## config.mk

```make
export PLATFORM = sky130hd
export DESIGN_NAME = can_mode_ctrl
export DESIGN_NICKNAME = d
export VERILOG_FILES = /design/src/rtl/can_mode_pkg.sv /design/src/rtl/can_cw_reg.sv /design/src/rtl/can_mode_seq.sv /design/src/rtl/can_mode_ctrl.sv
export SDC_FILE = /design/constraint.sdc
export NUM_CORES = 1
export LEC_CHECK = 0
export BUFFER_PORTS_ARGS = -buffer_cell sky130_fd_sc_hd__buf_2
export CORE_AREA = 2 2 48 50
export DETAILED_ROUTE_END_ITERATION = 8
export DIE_AREA = 0 0 50 52
export PLACE_DENSITY = 0.75
export SYNTH_ARGS = -nofsm -noshare
export SYNTH_HDL_FRONTEND = slang
export SYNTH_SLANG_ARGS = --single-unit
```

## constraint.sdc

```tcl
create_clock -name clk -period 1.6 [get_ports clk]
set_input_delay 0.24 -clock clk [delete_from_list [all_inputs] [get_ports clk]]
set_output_delay 0.24 -clock clk [all_outputs]
set_load 0.01 [all_outputs]
```

## src/rtl/can_mode_pkg.sv

```systemverilog
package can_mode_pkg;
   typedef enum logic [1:0] {
      MD_OPER  = 2'd0,
      MD_RESET = 2'd1,
      MD_HALT  = 2'd2,
      MD_SLEEP = 2'd3
   } op_mode_e;

   localparam int CW_W      = 16;
   localparam int SLP_BIT   = 10;
   localparam int REQ_LO    = 8;
   localparam int BOR_LO    = 11;

   localparam logic [1:0] REQ_OPER  = 2'd0;
   localparam logic [1:0] REQ_RESET = 2'd1;
   localparam logic [1:0] REQ_HALT  = 2'd2;
   localparam logic [1:0] REQ_FORCE = 2'd3;
   localparam logic [1:0] BOR_AUTO_HALT = 2'b01;

   localparam logic [CW_W-1:0] CFG_MASK = 16'h180F;
   localparam logic [CW_W-1:0] CW_RST   = 16'h0500;
endpackage

```

## src/rtl/can_cw_reg.sv

```systemverilog
module can_cw_reg
   import can_mode_pkg::*;
(
   input  logic            clk,
   input  logic            rst_n,
   input  logic            wr_en,
   input  logic [CW_W-1:0] wr_data,
   input  logic            cfg_ok,
   input  logic            halt_set,
   input  logic            force_rst,
   output logic [CW_W-1:0] cw_q
);
   logic [CW_W-1:0] cw_d;
   logic            keep_req;

   always_comb begin
      cw_d     = cw_q;
      keep_req = cw_q[SLP_BIT] & wr_data[SLP_BIT];
      if (wr_en) begin
         if (cfg_ok)
            cw_d = (cw_q & ~CFG_MASK) | (wr_data & CFG_MASK);
         cw_d[SLP_BIT] = wr_data[SLP_BIT];
         if (!keep_req)
            cw_d[REQ_LO+:2] = wr_data[REQ_LO+:2];
      end
      if (halt_set && !force_rst)
         cw_d[REQ_LO+:2] = REQ_HALT;
   end

   always_ff @(posedge clk or negedge rst_n) begin
      if (!rst_n) cw_q <= CW_RST;
      else        cw_q <= cw_d;
   end
endmodule

```

## src/rtl/can_mode_seq.sv

```systemverilog
module can_mode_seq
   import can_mode_pkg::*;
#(
   parameter int SETTLE_CYCLES = 4,
   localparam int CNT_W = (SETTLE_CYCLES > 1) ? $clog2(SETTLE_CYCLES) : 1
)(
   input  logic       clk,
   input  logic       rst_n,
   input  logic       wr_en,
   input  logic       wr_slp,
   input  logic [1:0] wr_req,
   input  logic       cw_slp,
   input  logic [1:0] cw_req,
   input  logic [1:0] cw_bor,
   input  logic       bus_off,
   input  logic       bus_idle,
   output op_mode_e   mode_q,
   output logic       force_rst,
   output logic       halt_set
);
   op_mode_e mode_d;
   logic     sleep_entry;
   logic     oper_pend;
   logic     settle_done;

   assign force_rst   = wr_en && (wr_req == REQ_FORCE) && !wr_slp;
   assign sleep_entry = wr_en && wr_slp && !cw_slp;
   assign halt_set    = bus_off && (cw_bor == BOR_AUTO_HALT) && (mode_q == MD_OPER);
   assign oper_pend   = !cw_slp && (cw_req == REQ_OPER) && (mode_q != MD_OPER)
                        && !sleep_entry && !force_rst;

   generate
      if (SETTLE_CYCLES == 1) begin : g_no_cnt
         assign settle_done = oper_pend;
      end else begin : g_cnt
         logic [CNT_W-1:0] cnt_q;
         always_ff @(posedge clk or negedge rst_n) begin
            if (!rst_n)          cnt_q <= '0;
            else if (oper_pend && !settle_done) cnt_q <= cnt_q + 1'b1;
            else                 cnt_q <= '0;
         end
         assign settle_done = oper_pend && (cnt_q == CNT_W'(SETTLE_CYCLES - 1));
      end
   endgenerate

   always_comb begin
      mode_d = mode_q;
      if (sleep_entry)      mode_d = MD_SLEEP;
      else if (force_rst)   mode_d = MD_RESET;
      else if (halt_set)    mode_d = MD_HALT;
      else if (!cw_slp) begin
         unique case (cw_req)
            REQ_FORCE: mode_d = MD_RESET;
            REQ_RESET: if (bus_idle) mode_d = MD_RESET;
            REQ_HALT:  if (bus_idle) mode_d = MD_HALT;
            default:   if (settle_done) mode_d = MD_OPER;
         endcase
      end
   end

   always_ff @(posedge clk or negedge rst_n) begin
      if (!rst_n) mode_q <= MD_SLEEP;
      else        mode_q <= mode_d;
   end
endmodule

```

## src/rtl/can_mode_ctrl.sv

```systemverilog
module can_mode_ctrl
   import can_mode_pkg::*;
#(
   parameter int SETTLE_CYCLES = 4
)(
   input  logic        clk,
   input  logic        rst_n,
   input  logic        wr_en_i,
   input  logic [15:0] wr_data_i,
   input  logic        bus_off_i,
   input  logic        bus_idle_i,
   output logic [15:0] ctrl_o,
   output logic [1:0]  mode_o,
   output logic        rst_stat_o,
   output logic        cfg_wr_ok_o
);
   generate
      if (SETTLE_CYCLES < 1 || SETTLE_CYCLES > 65535) begin : g_bad_settle
         $error("SETTLE_CYCLES out of range");
      end
   endgenerate

   op_mode_e        mode_q;
   logic            force_rst;
   logic            halt_set;
   logic            in_reset;
   logic [CW_W-1:0] cw_q;

   assign in_reset = (mode_q == MD_RESET);

   can_cw_reg u_reg (
      .clk       (clk),
      .rst_n     (rst_n),
      .wr_en     (wr_en_i),
      .wr_data   (wr_data_i),
      .cfg_ok    (in_reset),
      .halt_set  (halt_set),
      .force_rst (force_rst),
      .cw_q      (cw_q)
   );

   can_mode_seq #(.SETTLE_CYCLES(SETTLE_CYCLES)) u_seq (
      .clk       (clk),
      .rst_n     (rst_n),
      .wr_en     (wr_en_i),
      .wr_slp    (wr_data_i[SLP_BIT]),
      .wr_req    (wr_data_i[REQ_LO+:2]),
      .cw_slp    (cw_q[SLP_BIT]),
      .cw_req    (cw_q[REQ_LO+:2]),
      .cw_bor    (cw_q[BOR_LO+:2]),
      .bus_off   (bus_off_i),
      .bus_idle  (bus_idle_i),
      .mode_q    (mode_q),
      .force_rst (force_rst),
      .halt_set  (halt_set)
   );

   assign ctrl_o      = cw_q;
   assign mode_o      = mode_q;
   assign rst_stat_o  = in_reset;
   assign cfg_wr_ok_o = in_reset;
endmodule

```

**Yosys cells after proc, flatten, opt, wreduce, memory -nomap -nowiden**

Cells that the tools add are included.

- Logic and storage cells: 58
- Register bits after elaboration: 20

- Equal/unequal tests: 11
- Reduce and logical (&&, ||, !) cells: 26
- Bitwise operators: 2
- Add/subtract/negate cells: 1
- Multiplexer cells: 13

Operators with widths:

| operator | count |
|---|---|
| $mux 10 | 2 |
| $mux 2 | 10 |
| $or 16x13->16 | 1 |
| $logic_and 1x1->1 | 13 |
| $ne 5x3->1 const B | 2 |
| $eq 2x2->1 const B | 4 |
| $reduce_bool 7->1 | 1 |
| $eq 2x1->1 const B | 3 |
| $pmux 2 s3 | 1 |
| $logic_not 1->1 | 5 |
| $logic_not 2->1 | 2 |
| $ne 4x1->1 const B | 1 |
| $reduce_and 2->1 | 2 |
| $reduce_and 4->1 | 1 |
| $reduce_bool 2->1 | 2 |
| $ne 3x3->1 const B | 1 |
| $add 2x1->2 const B | 1 |
| $and 1x1->1 | 1 |

**Logic depth before layout (Yosys ltp)**

Gate-level depths: netlist (run 1).

- Depth after elaboration: 12
- Depth in mapped cells: 6
- Depth with buffers taken out: 5

**Hierarchy**

From an unflattened synthesis (run 1), not the netlist that was laid out.

- Cells, all modules: 68
- Area total of the unflattened synthesis: 734.5 um2

Modules (own cells, without submodules):

| module | area each (um2) | cells each | instances |
|---|---|---|---|
| can_cw_reg | 422.9 | 32 | 1 |
| can_mode_seq | 290.3 | 34 | 1 |
| can_mode_ctrl | 21.3 | 2 | 1 |

**Worst setup path before layout (run 1)**

No wires, ideal clock.

- Path kind: reg2reg
- From: register u_seq.mode_q[0]
- To: register u_reg.cw_q[0]
- Setup slack: 0.148 ns
- Buffers on the path: 0
- Arrival time: 1.327 ns
- Data required time: 1.475 ns
- Cell stages (with the launch flop): 5
- Setup time: 0.125 ns
- Path through: dfstp_2 inv_1 nor2_1 nand2_1 mux2_2

- Word-level cells in the longest chain between the ends: 2

RTL lines:

| element | RTL line | text |
|---|---|---|
| start, declared | can_mode_seq.sv:17 | `output op_mode_e mode_q,` |
| start signal, assigned | can_mode_seq.sv:63 | `else mode_q <= mode_d;` |
| $eq 2x1->1 | can_mode_ctrl.sv:29 | `assign in_reset = (mode_q == MD_RESET);` |
| named net cfg_wr_ok_o | can_mode_ctrl.sv:15 | `output logic cfg_wr_ok_o` |
| $reduce_and 2->1 (no source line) | -- |  |
| end signal, assigned | can_cw_reg.sv:32 | `else cw_q <= cw_d;` |
| end, declared | can_cw_reg.sv:11 | `output logic [CW_W-1:0] cw_q` |

The timed path passes the listed nets, and every way through them passes these cells.
A chain may end at the register's enable or synchronous reset.

**Final worst setup path (run 1)**

- From: register u_seq.mode_q[1]
- To: register u_seq.mode_q[0]

- Word-level cells in the longest chain between the ends: 7
- Elaborated cells between the ends (all ways): 15

RTL lines:

| element | RTL line | text |
|---|---|---|
| $reduce_bool 2->1 | can_mode_seq.sv:29 | `assign oper_pend = !cw_slp && (cw_req == REQ_OPER) && (mode_q != MD_OPER)` |
| $logic_and 1x1->1 | can_mode_seq.sv:29 |  |
| $logic_and 1x1->1 (2 in series) | can_mode_seq.sv:30 | `&& !sleep_entry && !force_rst;` |
| $logic_and 1x1->1 | can_mode_seq.sv:42 | `assign settle_done = oper_pend && (cnt_q == CNT_W'(SETTLE_CYCLES - 1));` |
| $reduce_bool 7->1 (no source line) | -- |  |
| $reduce_and 4->1 (no source line) | -- |  |

Parallel ways exist; a longest one is shown, timed or not.

==> impl_results.md, run 1 <==
- Status: completed
- Initial antenna violation count: 0
- Fin util: 0.437
- Max Freq: 660 MHz
- Reg area: 330 µm²
- Grt ovf: 0
- Setup_tns: 0 ns
- Num Clock Sinks: 13
- Hold WS: 0.193 ns
- Gpl congestion: 0.812
- Main flop type after synthesis: dfrtp_1
- Crit-path cells: nor2_4 -> and4b_2 -> nor4_4 -> a31oi_2 -> mux2i_1
- Port Buffers: 26
- CP Max Fanout: 4
- Yosys cell types: 31
- Synthesized area per cell: 11.2 µm²
- Cell area after placement: 875 µm²
- I/O pins: 41
- Slowest stage delay, CP: 0.58 ns
- Total core area: 0.00211 mm²
- Slowest-stage cell, CP: dfstp_2
- Design Area, Final: 921 µm²
- Final setup viols: 0
- Longest Clk Path Bufs: 2
- Maximum vdd ir drop: 827 µV
- Fin. Hold Viols: 0
- CTS Buf Count: 3
- RSZ-0062 raised after global routing: true
- Full die area: 0.00260 mm²
- PwrDens: 1460 mW/mm²
- Mapped Area: 759 µm²
- CP Buf/Inv Count: 0
- Worst-Skew Late Latency: 0.27 ns
- Tcrit/Tclk final: 0.947
- Number of synthesized flops with an enable pin: 0
- DR pass1 iterations: 3
- Row Count: 17
- Crit. End Element: flip-flop
- CTS H-tree lvls: 1
- Layout Skew: 0.00496 ns
- HP Class: in2reg
- Flops & latches, synth: 13
- DIE WIDTH: 50 µm
- Clock Pin Slew Worst Setup and Hold Paths: 0.08 ns
- Final Critical Period: 1.51 ns
- Area growth syn-to-layout: 21.3%
- Yosys warnings: 0
- Final Power: 1350 µW
- CTS tree: done
- Routed wire length: 1420 µm
- DR iter-0 viols: 8
- Initial core utilization: 0.361
- Routed vias: 576
- Die Height: 52 µm
- Final antenna-violating net count: 0
- Critical Path AT: 1.71 ns
- Multi-input logic area: 378 µm²
- Post-synth ARST share: 1.00
- # DRC: 0
- Leak pwr: 0.000441 µW
- Kind of critical path: reg2reg
- Detail Placement HPWL: 1140 µm
- Mapped Cells: 68
- Via count of the first global-routing pass: 569
- Wire per inst: 11.5 µm
- CP delay by family, top: simple AND/OR/NAND/NOR gates
- Required time worst endpoint: 1.80 ns
- Startpoint Class: flip-flop
- Nets: 118
- Filler cells: 207
- Via-to-Cell Ratio: 4.68
- CTS Root Cell: clkbuf_4
- Pins over their slew limit: 0
- Diodes inserted: 0
- Sequential share of the synthesized area: 0.435
- Ratio of cells with drive above 1 in the final layout: 0.495
- Largest net degree at the start of global routing: 14
- Max_cap viols: 0
- Global-route wire length before repair: 2480 µm
- Tot GR Track Use: 0.124
## stage by stage
stage | worst slack [ns] | instances
floorplan | 0.148 | 74
global placement | 0.0629 | 118
detailed placement | 0.0439 | 118
CTS | 0.0107 | 123
global route | -0.0114 | 123
finish | 0.0852 | 123
## where the power goes
part / internal, µW / leakage, µW / switching (µW)
Combinational: 279 / 0.000274 / 279
Sequential: 478 / 0.000152 / 112
Clock: 96.4 / 0.0000150 / 103
## sequential cells by signal, indices dropped and copies added (netlist names)
signal,cells
u_reg.cw_q,9
u_seq.mode_q,2
u_seq.g_cnt.cnt_q,2
## cell type report
class                           instances  share of cell area
Multi-Input combinational cell         48               0.410
Inverter                                3              0.0122
Tap cell                               28              0.0380
Clock buffer                            4              0.0285
Sequential cell                        13               0.359
Timing Repair Buffer                   27               0.152
## repair_timing
item / 4_1_cts / 5_1_grt
gates resized for setup: 0 / 2
hold buffers: 1 / 0
endpoints found under the setup margin: 0 / 2
hold endpoints to repair: 9 / 0
buffers inserted: 0 / 0
## worst paths after layout
path	start	to	slack, ns	cells after the start
setup / recovery	u_seq.mode_q[1]	u_seq.mode_q[0]	0.09	5
hold / removal	wr_data_i[0]	u_reg.cw_q[0]	0.19	2
setup reg to reg	u_seq.mode_q[1]	u_seq.mode_q[0]	0.09	5
hold reg to reg	u_seq.g_cnt.cnt_q[0]	u_seq.g_cnt.cnt_q[0]	0.43	1
max in group asynchronous	rst_n	u_reg.cw_q[8]	0.93	2
min in group asynchronous	rst_n	u_reg.cw_q[3]	0.38	2
## per-layer routing
metal	global-route usage	up-vias	wire length, µm	part of all wire
li1	-	280	-	-
met1	0.149	270	623	0.44
met2	0.215	26	696	0.49
met3	0.0230	0	100	0.070
met4	0.0556	0	0	0
met5	0	-	0	0
## cells in the mapped netlist, types with 2 or more instances
library cell	number	area, µm²
buf_4	9	67.6
mux2i_1	3	30.0
nor2_1	5	18.8
nand2_1	3	11.3
inv_1	3	11.3
dfstp_2	4	105
a21oi_1	2	10.0
nand3_1	3	15.0
mux2_2	6	67.6
dfrtp_1	9	225
## worst reg2reg max path, cell delays in order (launching register included)
cell,delay [ns]
dfstp_2,0.58
nor2_4,0.06
and4b_2,0.28
nor4_4,0.25
a31oi_2,0.08
mux2i_1,0.18
## kinds of logic (layout without fill, tap and decap cells)
family	after synthesis	after routing	share of synthesized area
XOR/XNOR	1	1	0.0115
buffers and inverters	13	34	0.110
adder cells (fa/ha/maj)	1	1	0.0165
AO/OA/AOI/OAI	11	11	0.115
multiplexers	9	9	0.128
AND/OR/NAND/NOR	19	19	0.178
flip-flops	13	13	0.435
other	1	7	0.00494
## placed cells by master, fill, tap and decap left out, types with 2 or more instances in the layout
master,count
nor2_1,5
conb_1,7
dfstp_2,4
a21oi_1,2
clkbuf_4,3
mux2_2,6
nand3_1,3
mux2i_1,3
nand2_1,3
inv_1,3
buf_2,26
dfrtp_1,9
No activity file was read; power rests on OpenSTA's default activity.
==> inputs of run 2 (changes only) <==
Settings changed: ABC_AREA set to 1, ABC_CLOCK_PERIOD_IN_PS set to 1600, CORE_AREA 2 2 48 50 to 2 2 46 48, CTS_BUF_LIST set to sky130_fd_sc_hd__clkbuf_16, DIE_AREA 0 0 50 52 to 0 0 48 50, PLACE_DENSITY 0.75 to 0.77.
==> impl_results.md, run 2 <==
- Grt ovf: 0
- Number of synthesized flops with an enable pin: 0
- CP Max Fanout: 7
- CTS H-tree lvls: 1
- Synth Area in Compound Gates: 0.0704
- DR pass1 iterations: 4
- Final Power: 1550 µW
- Gpl congestion: 0.727
- Largest net degree at the start of global routing: 14
- Cell accounting for the most synthesized area: dfrtp_1
- Wire per inst: 10.2 µm
- Total core area: 0.00190 mm²
- Detail Placement HPWL: 1120 µm
- Adder-cell share of the synthesized area: 0.0176
- Layout Skew: 0.000922 ns
- Slowest-stage cell, CP: dfstp_2
- Most common cell in the netlist: nand2_1
- Post-synth top cells: nand2_1 (13), nor2_1 (10), buf_4 (9), dfrtp_1 (9), inv_1 (8)
- Pins over their slew limit: 0
- Slowest stage delay, CP: 0.54 ns
- Mapped Cells: 81
- Post-synth ARST share: 1.00
- Maximum vdd ir drop: 1110 µV
- # DRC: 0
- Fin. Hold Viols: 0
- Largest family of logic cells by synthesized area: simple AND/OR/NAND/NOR gates
- Sequential share of the synthesized area: 0.465
- Post-Synth XOR/XNOR Area: 0
- Crit. End Element: flip-flop
- Diodes inserted: 0
- Largest cells by area after synthesis: dfrtp_1 (32%), dfstp_2 (15%), buf_4 (9.5%), mux2_2 (7.9%), nand2_1 (6.9%)
- Mux share of post-synthesis cell area: 0.0792
- Final Critical Period: 1.39 ns
- Num Clock Sinks: 13
- Tot GR Track Use: 0.137
- Post-synth top area share: 0.317
- Filler cells: 189
- DR iter-0 viols: 3
- Regs by FF count: u_reg.cw_q (9), u_seq.g_cnt.cnt_q (2), u_seq.mode_q (2)
- Via-to-Cell Ratio: 4.43
- Row Count: 16
- Max Freq: 721 MHz
- Crit path from: u_seq.mode_q[0]
- Setup_tns: 0 ns
- Startpoint Class: flip-flop
- Kind of critical path: reg2reg
- Most frequent cells in the layout: buf_2 (26), nand2_1 (13), nor2_1 (10)
- Nets: 132
- Ratio of cells with drive above 1 in the final layout: 0.394
- PwrDens: 1680 mW/mm²
- Mapped Area: 711 µm²
- Final antenna-violating net count: 0
- Worst r2r src: u_seq.mode_q[0]
- I/O pins: 41
- Flops & latches, synth: 13
- Critical Path AT: 1.51 ns
- Largest Register: u_reg.cw_q
- Yosys warnings: 0
- HP Class: in2reg
- Placed insts: 131
- Main flop type after synthesis: dfrtp_1
- Full die area: 0.00240 mm²
- RSZ-0062 raised after global routing: false
- CTS Buf Count: 3
- Routed vias: 602
- Max reg flops: 9
- Crit-path cells: inv_1 -> nor2_1 -> nand2_1 -> mux2_2
- Port Buffers: 26
- Final setup viols: 0
- Area growth syn-to-layout: 29.2%
- Longest Clk Path Bufs: 2
- Tcrit/Tclk final: 0.867
- Required time worst endpoint: 1.72 ns
- Status: completed
- Global-route wire length before repair: 2300 µm
- Layout Cells excl Fill: 136
- Yosys cell types: 22
- Initial antenna violation count: 0
- Routed wire length: 1390 µm
- Initial core utilization: 0.374
- Via count of the first global-routing pass: 591
- DIE WIDTH: 48 µm
- Worst-Skew Late Latency: 0.24 ns
- Die Height: 50 µm
- CTS tree: done
- Leak pwr: 0.000478 µW
- Clock Pin Slew Worst Setup and Hold Paths: 0.04 ns
- Synthesized area per cell: 8.77 µm²
- Post-CTS resize count: 0
- Commonest non-fill, non-tap cell in the layout: buf_2
- Post-synthesis simple-gate area fraction: 0.220
- CTS Root Cell: clkbuf_16
- Max_cap viols: 0
- Hold path startpoint: wr_data_i[2]
[run 2: cell count changes in the layout (fill, tap and decap cells not counted), sizes merged, moves of 2 or more]
cell / before / now
nand2: 3 / 15
nand4b: 2 / 0
a211oi: 2 / 0
nor2: 6 / 13
mux2i: 3 / 0
inv: 3 / 9
[run 2: logic make-up after synthesis]
group           Yosys count
other cells               1
compound gates            8
fa+ha+maj                 1
mux                       5
flops                    13
simple gates             35
buf+inv                  18
[run 2: metrics by stage]
| step | hold slack [ns] | setup WS, ns | area, µm² | util |
|---|---|---|---|---|
| 6_report | 0.225 | 0.214 | 918 | 0.483 |
| 5_1_grt | 0.226 | 0.0847 | 918 | 0.483 |
| 4_1_cts | 0.223 | 0.184 | 918 | 0.483 |
| 3_5_place_dp | 0.143 | 0.184 | 830 | 0.436 |
| 3_3_place_gp | 0.138 | 0.226 | 830 | 0.436 |
| 2_1_floorplan | -0.0556 | 0.144 | 733 | - |
[run 2: final timing paths]
| kind | to | slack [ns] | cells past startpoint |
|---|---|---|---|
| min in group asynchronous | u_reg.cw_q[1] | 0.41 | 2 |
| worst min register to register | u_seq.g_cnt.cnt_q[0] | 0.43 | 1 |
| worst min-delay path | u_reg.cw_q[2] | 0.22 | 2 |
| worst max-delay path | u_reg.cw_q[1] | 0.21 | 4 |
| worst max register to register | u_reg.cw_q[1] | 0.21 | 4 |
| max in group asynchronous | u_seq.mode_q[1] | 0.92 | 2 |
[run 2: critical path, delay by kind of cell (launching register included)]
| kind | cells | cell delay [ns] |
|---|---|---|
| buffers and inverters | 1 | 0.04 |
| DFF | 1 | 0.54 |
| and+or+nand+nor | 2 | 0.35 |
| muxes | 1 | 0.33 |
[run 2: repair_timing]
item,in CTS,in global routing
hold buffers,1,0
setup buffers,0,0
endpoints found under the hold margin,9,0
[run 2: layer usage]
metal / routed length, µm / up-vias / global-route usage
li1: - / 304 / -
met1: 555 / 268 / 0.144
met2: 691 / 27 / 0.227
met3: 115 / 3 / 0.0513
met4: 30 / 0 / 0.0676
met5: 0 / - / 0
[run 2: power by group]
group / switching (µW) / internal (µW)
logic: 288 / 235
registers: 79.4 / 475
clock network: 140 / 330
[run 2: final cells by class]
type	count	area [µm²]	area share
timing repair buffer	27	140	0.153
tap	27	33.8	0.0368
inverter	9	33.8	0.0368
clock buffer	3	75.1	0.0817
multi-input combinational	56	302	0.328
sequential	13	330	0.360
clock inverter	1	3.75	0.00409
==> inputs of run 3 (changes only) <==
Settings changed: CORE_AREA 2 2 46 48 to 2 2 48 50, DIE_AREA 0 0 48 50 to 0 0 50 52, PLACE_DENSITY 0.77 to 0.76, SYNTH_HIERARCHICAL set to 1.
==> impl_results.md, run 3 <==
- Status: completed
- Number of synthesized flops with an enable pin: 0
- Commonest non-fill, non-tap cell in the layout: nand2_1
- Slowest-stage cell, CP: dfstp_2
- Regs by FF count: u_reg/cw_q (9), u_seq/g_cnt.cnt_q (2), u_seq/mode_q (2)
- CTS Buf Count: 3
- Detail Placement HPWL: 1260 µm
- Maximum vdd ir drop: 908 µV
- Most common cell in the netlist: nand2_1
- CP Max Fanout: 9
- Slowest stage delay, CP: 0.55 ns
- Mapped Cells: 100
- CP Buf/Inv Count: 2
- Startpoint Class: flip-flop
- Yosys cell types: 20
- Sequential share of the synthesized area: 0.420
- Pins over their slew limit: 0
- Routed vias: 705
- Most frequent cells in the layout: nand2_1 (29), buf_2 (26), nand3_1 (14)
- Reg area: 330 µm²
- Fin util: 0.473
- Num Clock Sinks: 13
- Worst-Skew Late Latency: 0.25 ns
- PwrDens: 1630 mW/mm²
- Initial antenna violation count: 0
- Multi-input logic area: 367 µm²
- Critical Path AT: 1.24 ns
- HP Class: in2reg
- Diodes inserted: 0
- Crit-path cells: inv_1 -> nor2_4 -> buf_2
- Filler cells: 206
- Gpl congestion: 0.738
- Fin. Hold Viols: 0
- Longest Clk Path Bufs: 2
- Global-route wire length before repair: 2730 µm
- Largest Register: u_reg/cw_q
- Final Critical Period: 1.48 ns
- Area growth syn-to-layout: 26.8%
- Synthesized area per cell: 7.86 µm²
- Clock Pin Slew Worst Setup and Hold Paths: 0.05 ns
- Total core area: 0.00211 mm²
- Crit. End Element: primary output
- Setup_tns: 0 ns
- Layout Skew: 0.00502 ns
- Placed insts: 151
- Full die area: 0.00260 mm²
- Largest net degree at the start of global routing: 15
- Max Freq: 676 MHz
- Post-synth top cells: nand2_1 (29), nand3_1 (14), inv_1 (12), dfrtp_1 (9), buf_4 (8)
- CTS H-tree lvls: 1
- Routed wire length: 1660 µm
- DIE WIDTH: 50 µm
- Post-synth ARST share: 1.00
- Via-to-Cell Ratio: 4.52
- Main flop type after synthesis: dfrtp_1
- DR pass1 iterations: 4
- Final antenna-violating net count: 0
- CTS Root Cell: clkbuf_16
- I/O pins: 41
- Max_cap viols: 0
- FF-to-FF setup slack: 0.26 ns
- Post-CTS setup repair buffer count: 0
- Layout Cells excl Fill: 156
- # DRC: 0
- Mapped Area: 786 µm²
- CTS tree: done
- RSZ-0062 raised after global routing: false
- CP delay by family, top: flip-flops
- Post-synth top area share: 0.287
- Hold WS: 0.230 ns
- Nets: 151
- Kind of critical path: reg2out
- Row Count: 17
- Wire per inst: 10.7 µm
- Port Buffers: 26
- Ratio of cells with drive above 1 in the final layout: 0.344
- Die Height: 52 µm
- Max reg flops: 9
- Largest cells by area after synthesis: dfrtp_1 (29%), nand2_1 (14%), dfstp_2 (13%), nand3_1 (8.9%), buf_4 (7.6%)
- Grt ovf: 0
- Final WS setup: 0.121 ns
- Cell accounting for the most synthesized area: dfrtp_1
- Via count of the first global-routing pass: 701
- Required time worst endpoint: 1.36 ns
- Flops & latches, synth: 13
- Final setup viols: 0
- Yosys warnings: 6
- Dpl ws: 0.252 ns
- Initial core utilization: 0.373
- DR iter-0 viols: 9
- Tot GR Track Use: 0.145
- Tcrit/Tclk final: 0.924
- Leak pwr: 0.000569 µW
-- run 3: metrics by stage --
stage               area, µm²  total power, µW
finish                    996             1630
global route              996             1740
CTS                       996             1640
detailed placement        902             1150
global placement          902             1120
floorplan                 808              951
-- run 3: final timing paths --
check / startpoint / end / cells past startpoint
max: u_seq/mode_q[0] / cfg_wr_ok_o / 3
min: wr_data_i[0] / u_reg/cw_q[0] / 3
max reg2reg: u_seq/mode_q[1] / u_seq/mode_q[0] / 7
min reg2reg: u_seq/g_cnt.cnt_q[0] / u_seq/g_cnt.cnt_q[0] / 1
max in group asynchronous: rst_n / u_reg/cw_q[8] / 2
min in group asynchronous: rst_n / u_reg/cw_q[0] / 2
-- run 3: repair_timing --
item,4_1_cts,5_1_grt
endpoints found under the setup margin,2,0
resized for setup,1,0
hold endpoints to repair,9,0
hold buffers,1,0
-- run 3: power by group --
group	internal, µW	total [µW]	switching (µW)
sequential	471	573	102
clock	329	467	137
combinational	229	586	358
-- run 3: worst min-delay path, delay by kind of cell --
family / cells / cell delay [ns]
AND/OR/NAND/NOR: 2 / 0.13
buffers and inverters: 1 / 0.07
-- run 3: cell type report --
type	count	share of cell area
Multi-Input combinational cell	72	0.368
Sequential cell	13	0.332
Timing Repair Buffer	27	0.141
Clock buffer	3	0.0754
Inverter	12	0.0452
Tap cell	28	0.0352
Clock inverter	1	0.00377
-- run 3: routing by layer --
metal  GRT usage  vias to the layer above  wire (µm)
met5           0                        -          0
li1            -                      350          -
met1       0.137                      321        639
met3      0.0402                        2        138
met4      0.0833                        0         17
met2       0.276                       32        869
-- run 3: cell families (layout without fill, tap and decap cells) --
| family | Yosys count | in the layout | share of synthesized area |
|---|---|---|---|
| simple gates | 60 | 60 | 0.381 |
| buf+inv | 21 | 43 | 0.148 |
| flops | 13 | 13 | 0.420 |
| compound gates | 3 | 3 | 0.0191 |
| fa+ha+maj | 1 | 1 | 0.0159 |
| other cells | 1 | 7 | 0.00477 |
| xor+xnor | 1 | 1 | 0.0111 |
